<file path="config.mk">
export PLATFORM = sky130hd
export DESIGN_NAME = shadow_flag_file
export DESIGN_NICKNAME = d
export VERILOG_FILES = /design/src/rtl/sff_pkg.sv /design/src/rtl/sff_flag_gen.sv /design/src/rtl/sff_flag_bank.sv /design/src/rtl/sff_cond_eval.sv /design/src/rtl/sff_align_check.sv /design/src/rtl/shadow_flag_file.sv
export SDC_FILE = /design/constraint.sdc
export NUM_CORES = 1
export LEC_CHECK = 0
export ABC_AREA = 1
export BUFFER_PORTS_ARGS = -buffer_cell sky130_fd_sc_hd__buf_4
export CORE_ASPECT_RATIO = 1.5
export CORE_UTILIZATION = 45
export CTS_CLUSTER_DIAMETER = 150
export CTS_CLUSTER_SIZE = 8
export DETAILED_ROUTE_END_ITERATION = 12
export HOLD_SLACK_MARGIN = 0.08
export PLACE_DENSITY = 0.77
export SLEW_MARGIN = 10
export SYNTH_ARGS = -nofsm -noshare
export SYNTH_HDL_FRONTEND = slang
export SYNTH_HIERARCHICAL = 1
export SYNTH_SLANG_ARGS = --single-unit
</file>
<file path="constraint.sdc">
create_clock -name clk -period 1.55 [get_ports clk]
set_input_delay 0.155 -clock clk [delete_from_list [all_inputs] [get_ports clk]]
set_output_delay 0.155 -clock clk [all_outputs]
set_load 0.01 [all_outputs]
</file>
<file path="src/rtl/sff_pkg.sv">
`timescale 1ns/1ps
package sff_pkg;

    // Shadow condition bits kept per register
    typedef struct packed {
        logic z;    // value is zero
        logic s;    // most significant bit
        logic p1;   // bit 0 (odd)
        logic p2;   // OR of two low bits
        logic p3;   // OR of three low bits
    } cond_flags_t;

    localparam cond_flags_t FLAGS_AT_RESET = '{z: 1'b1, s: 1'b0, p1: 1'b0, p2: 1'b0, p3: 1'b0};

    typedef enum logic [2:0] {
        SEL_ZERO   = 3'd0,
        SEL_SIGN   = 3'd1,
        SEL_ODD    = 3'd2,
        SEL_ALIGN2 = 3'd3,
        SEL_ALIGN3 = 3'd4
    } cond_sel_e;

    typedef enum logic [1:0] {
        ACC_BYTE  = 2'd0,
        ACC_HALF  = 2'd1,
        ACC_WORD  = 2'd2,
        ACC_DWORD = 2'd3
    } acc_size_e;

    // Flag chosen by a selector; undefined selectors give false
    function automatic logic pick_flag(cond_flags_t f, logic [2:0] sel);
        logic r;
        case (sel)
            SEL_ZERO:   r = f.z;
            SEL_SIGN:   r = f.s;
            SEL_ODD:    r = f.p1;
            SEL_ALIGN2: r = f.p2;
            SEL_ALIGN3: r = f.p3;
            default:    r = 1'b0;
        endcase
        return r;
    endfunction

    // Misalignment for an access size
    function automatic logic misaligned(cond_flags_t f, acc_size_e sz);
        logic r;
        case (sz)
            ACC_HALF:  r = f.p1;
            ACC_WORD:  r = f.p2;
            ACC_DWORD: r = f.p3;
            default:   r = 1'b0;
        endcase
        return r;
    endfunction

endpackage

</file>
<file path="src/rtl/sff_flag_gen.sv">
`timescale 1ns/1ps
module sff_flag_gen
    import sff_pkg::*;
#(
    parameter int DATA_W = 64
) (
    input  logic [DATA_W-1:0] data,
    output cond_flags_t       flags
);
    logic align2;
    logic align3;

    // Alignment bits exist only where the width supports the access size
    generate
        if (DATA_W >= 32) begin : g_align2
            assign align2 = |data[1:0];
        end else begin : g_no_align2
            assign align2 = 1'b0;
        end
        if (DATA_W >= 64) begin : g_align3
            assign align3 = |data[2:0];
        end else begin : g_no_align3
            assign align3 = 1'b0;
        end
    endgenerate

    always_comb begin
        flags.z  = (data == '0);
        flags.s  = data[DATA_W-1];
        flags.p1 = data[0];
        flags.p2 = align2;
        flags.p3 = align3;
    end
endmodule

</file>
<file path="src/rtl/sff_flag_bank.sv">
`timescale 1ns/1ps
module sff_flag_bank
    import sff_pkg::*;
#(
    parameter int NUM_REGS = 8,
    localparam int IDX_W   = $clog2(NUM_REGS)
) (
    input  logic              clk,
    input  logic              rst,
    input  logic              wr_en,
    input  logic [IDX_W-1:0]  wr_idx,
    input  cond_flags_t       wr_flags,
    input  logic [IDX_W-1:0]  rd_a_idx,
    output cond_flags_t       rd_a_flags,
    input  logic [IDX_W-1:0]  rd_b_idx,
    output cond_flags_t       rd_b_flags
);
    cond_flags_t bank [NUM_REGS];

    // One flag entry per register, each with its own write decode
    generate
        for (genvar i = 0; i < NUM_REGS; i++) begin : g_entry
            always_ff @(posedge clk) begin
                if (rst) begin
                    bank[i] <= FLAGS_AT_RESET;
                end else if (wr_en && (wr_idx == IDX_W'(i))) begin
                    bank[i] <= wr_flags;
                end
            end
        end
    endgenerate

    // Same-cycle bypass on both read ports
    always_comb begin
        rd_a_flags = (wr_en && (wr_idx == rd_a_idx)) ? wr_flags : bank[rd_a_idx];
        rd_b_flags = (wr_en && (wr_idx == rd_b_idx)) ? wr_flags : bank[rd_b_idx];
    end
endmodule

</file>
<file path="src/rtl/sff_cond_eval.sv">
`timescale 1ns/1ps
module sff_cond_eval
    import sff_pkg::*;
(
    input  cond_flags_t flags,
    input  logic [3:0]  code,
    output logic        taken
);
    logic raw;

    always_comb begin
        raw   = pick_flag(flags, code[3:1]);
        taken = raw ^ code[0];
    end
endmodule

</file>
<file path="src/rtl/sff_align_check.sv">
`timescale 1ns/1ps
module sff_align_check
    import sff_pkg::*;
(
    input  cond_flags_t flags,
    input  logic        valid,
    input  logic [1:0]  size,
    output logic        trap
);
    always_comb begin
        trap = valid && misaligned(flags, acc_size_e'(size));
    end
endmodule

</file>
<file path="src/rtl/shadow_flag_file.sv">
`timescale 1ns/1ps
module shadow_flag_file
    import sff_pkg::*;
#(
    parameter int DATA_W   = 64,
    parameter int NUM_REGS = 8,
    localparam int IDX_W   = $clog2(NUM_REGS)
) (
    input  logic              clk,
    input  logic              rst,
    input  logic              wr_en,
    input  logic [IDX_W-1:0]  wr_idx,
    input  logic [DATA_W-1:0] wr_data,
    input  logic [IDX_W-1:0]  cond_idx,
    input  logic [3:0]        cond_code,
    output logic              cond_taken,
    input  logic              chk_valid,
    input  logic [IDX_W-1:0]  chk_idx,
    input  logic [1:0]        chk_size,
    output logic              trap_req
);
    cond_flags_t new_flags;
    cond_flags_t cond_flags;
    cond_flags_t chk_flags;

    sff_flag_gen #(.DATA_W(DATA_W)) u_gen (
        .data  (wr_data),
        .flags (new_flags)
    );

    sff_flag_bank #(.NUM_REGS(NUM_REGS)) u_bank (
        .clk        (clk),
        .rst        (rst),
        .wr_en      (wr_en),
        .wr_idx     (wr_idx),
        .wr_flags   (new_flags),
        .rd_a_idx   (cond_idx),
        .rd_a_flags (cond_flags),
        .rd_b_idx   (chk_idx),
        .rd_b_flags (chk_flags)
    );

    sff_cond_eval u_cond (
        .flags (cond_flags),
        .code  (cond_code),
        .taken (cond_taken)
    );

    sff_align_check u_align (
        .flags (chk_flags),
        .valid (chk_valid),
        .size  (chk_size),
        .trap  (trap_req)
    );
endmodule

</file>
==> results.yml <==
clocking:
  cts_tree: "yes"
  cts_max_level: 2
  clkSinkCount: 40
  cts_buffer_depth: 2
  clkTransAtPathRegs_ns: 0.08
  root_buffer: "clkbuf_8"
  cts_buffers: 5
grt:
  grt_max_degree: 21
  grt.total_usage_pct: 24.0
  gr-total-overflow: 0
  antenna_found_initial: 0
  grt_pass1_wl_um: 13500
  grt_pass1_vias: 3042
detailed_routing:
  drt_iter0_drc: 140
  routed.top_layer: "met4"
  routed_wl_um: 8800
  dr_wl_met3_um: 531
  wl_met1_um: 3070
  postRouteAntennaNets: 0
  dr.pass1.iters: 5
  wire_per_inst_um: 14.0
  num_vias: 3178
  dr_wl_met2_um: 4780
  drc: 0
  via_per_inst: 5.06
worst_setup_path:
  required_ns: 1.39
  crit_family: "simple AND/OR/NAND/NOR gates"
  cpMaxStageDelayCell: "edfxtp_1"
  end_kind: "output pin"
  cpPeakStageDelay_ns: 0.43
  worstPathArrival_ns: 1.69
  start_kind: "flip-flop"
  worst_path_most_repeated_cell: "nand2_1"
  crit_buf_inv: 2
  crit_type: "flip-flop to output pin"
  worstPathCellList: "nand2_1 -> nand3_2 -> nand3_2 -> nand2_1 -> nand2_1 -> nand2_1 -> inv_2 -> nand2_1 -> nand3_1 -> nand2_1 -> nand2_1 -> nand2_1 -> nand2_1 -> nand2_1 -> buf_6"
  worst-path-max-fanout: 2
pwr:
  vdd_drop_max_mv: 0.528
  leakagePower_nw: 2.17
  p_comb_share_pct: 24.9
  power_density_nw_per_um2: 729
  netSwitchingFraction_pct: 26.3
  p_clk_share_pct: 32.7
  design_power_total_mw: 3.05
  power_switching_mw: 0.801
  power.internal_mw: 2.25
  seqPwrFrac_pct: 42.4
placement:
  place.gp.congestion: 0.967
  dp_hpwl_um: 6960
  port_buffers: 84
  place_ws_ns: -0.159
timing:
  max_freq_mhz: 542
  tightest_slew_ns: 0.450
  finalMaxSlewViolations: 0
  fin_crit_sh_pct: 119
  fin_crit_ns: 1.84
  fin_ws_ns: -0.294
  finalSetupViolations: 2
  finalHoldViolCount: 0
  rsz0062_at_grt: "true"
  relSlewSlack_pct: 70.0
cells_and_area:
  num-nets-final: 635
  top_regs: "u_bank/bank (40)"
  largest_reg_flops: 40
  area_delta_synth_final_pct: 35.4
  antennaDiodeCount: 0
  drive_above_1_share_pct: 35.7
  top_register: "u_bank/bank"
floorplan:
  coreArea_um2: 6580
  dieArea_um2: 7200
  die_y_um: 103
  pin_count: 85
  rows: 36
  initial_core_util_pct: 46.9
  die_w_um: 69.6
hold_path:
  hp-start: "rst"
  worstHoldEndpoint: "u_bank/bank[4][4]$_SDFFCE_PN1P_"
  hp-class: "input port to flip-flop"
  hold_path_depth: 3
outcome:
  violations: "negative setup slack"
  status: "finished with violations"
synthesis:
  synthCells: 451
  yosysWarnings: 6
  synthesis.nets: 534
  netlist_area_um2: 3090
  syn_avg_cell_area_um2: 6.84
job:
  drv_cap: 0
==> through the flow <==
step / hold WS (ns) / cells / setup TNS (ns) / util, % / cell area [um^2]
3_3_place_gp: 0.522 / 616 / -0.139 / 59.6 / 3920
3_5_place_dp: 0.533 / 616 / -0.159 / 59.6 / 3920
6_report: 0.226 / 628 / -0.480 / 63.5 / 4180
4_1_cts: 0.230 / 624 / -0.403 / 62.5 / 4110
2_1_floorplan: 0.320 / 451 / 0 / - / 3090
5_1_grt: 0.229 / 628 / -0.705 / 63.5 / 4180
==> cells in the final DEF, fill, tap and decap left out <==
master and count:
bufinv_16 2, nand2_4 2, nor2_8 2, nand2_2 13, inv_2 18, o31ai_1 1
nor2_2 13, nor2_1 58, a21oi_2 1, buf_4 108, and2_1 2, nor2_4 5
nand4_1 7, inv_1 65, and2_0 1, clkinv_1 2, or2_1 1, clkbuf_8 5
clkinv_2 1, buf_6 2, nand4_2 1, nor3_2 1, edfxtp_1 40, o21ai_0 1
buf_12 3, clkinv_4 1, nand3_1 47, nand3_2 19, nand2_1 130
==> tightest hold or removal path, stage by stage <==
cell,delay (ns)
buf_4,0.16
nor2_4,0.06
nand2_1,0.04
==> power by group through the flow <==
stage | registers [mW] | logic [mW] | clock network [mW]
floorplan | 1.30 | 0.391 | 0
global placement | 1.31 | 0.691 | 0
detailed placement | 1.31 | 0.710 | 0
CTS | 1.29 | 0.733 | 0.999
global route | 1.30 | 0.834 | 1.05
finish | 1.29 | 0.757 | 0.997
==> worst max-delay path by stage <==
| stage | from | to | cells after the start | slack [ns] |
|---|---|---|---|---|
| floorplan | wr_idx[1] | cond_taken | 14 | 0.09 |
| global placement | wr_data[0] | cond_taken | 19 | -0.14 |
| global route | u_bank/bank[2][2]$_SDFFCE_PN0P_ | cond_taken | 15 | -0.43 |
| finish | u_bank/bank[2][2]$_SDFFCE_PN0P_ | cond_taken | 15 | -0.29 |
| CTS | u_bank/bank[4][2]$_SDFFCE_PN0P_ | cond_taken | 15 | -0.25 |
| detailed placement | wr_data[0] | cond_taken | 19 | -0.16 |
==> layout make-up <==
class	count	area [um^2]
Multi-Input combinational cell	305	1530
Inverter	87	333
Fill cell	575	2400
Timing Repair Buffer	113	893
Sequential cell	40	1200
Clock inverter	2	60.1
Tap cell	76	95.1
Clock buffer	5	68.8
==> metal layers <==
metal / GRT usage [%] / vias to the layer above
li1: - / 1585
met1: 25.5 / 1445
met2: 45.3 / 119
met3: 3.10 / 29
met4: 15.4 / 0
met5: 0 / -
==> what timing repair did <==
item,4_1_cts,5_1_grt
pin swaps,12,6
resized for setup,14,9
hold buffers,0,0
setup endpoints to repair,2,2
setup buffers,1,4
hold endpoints to repair,0,0
(Power assumes the default switching activity.)
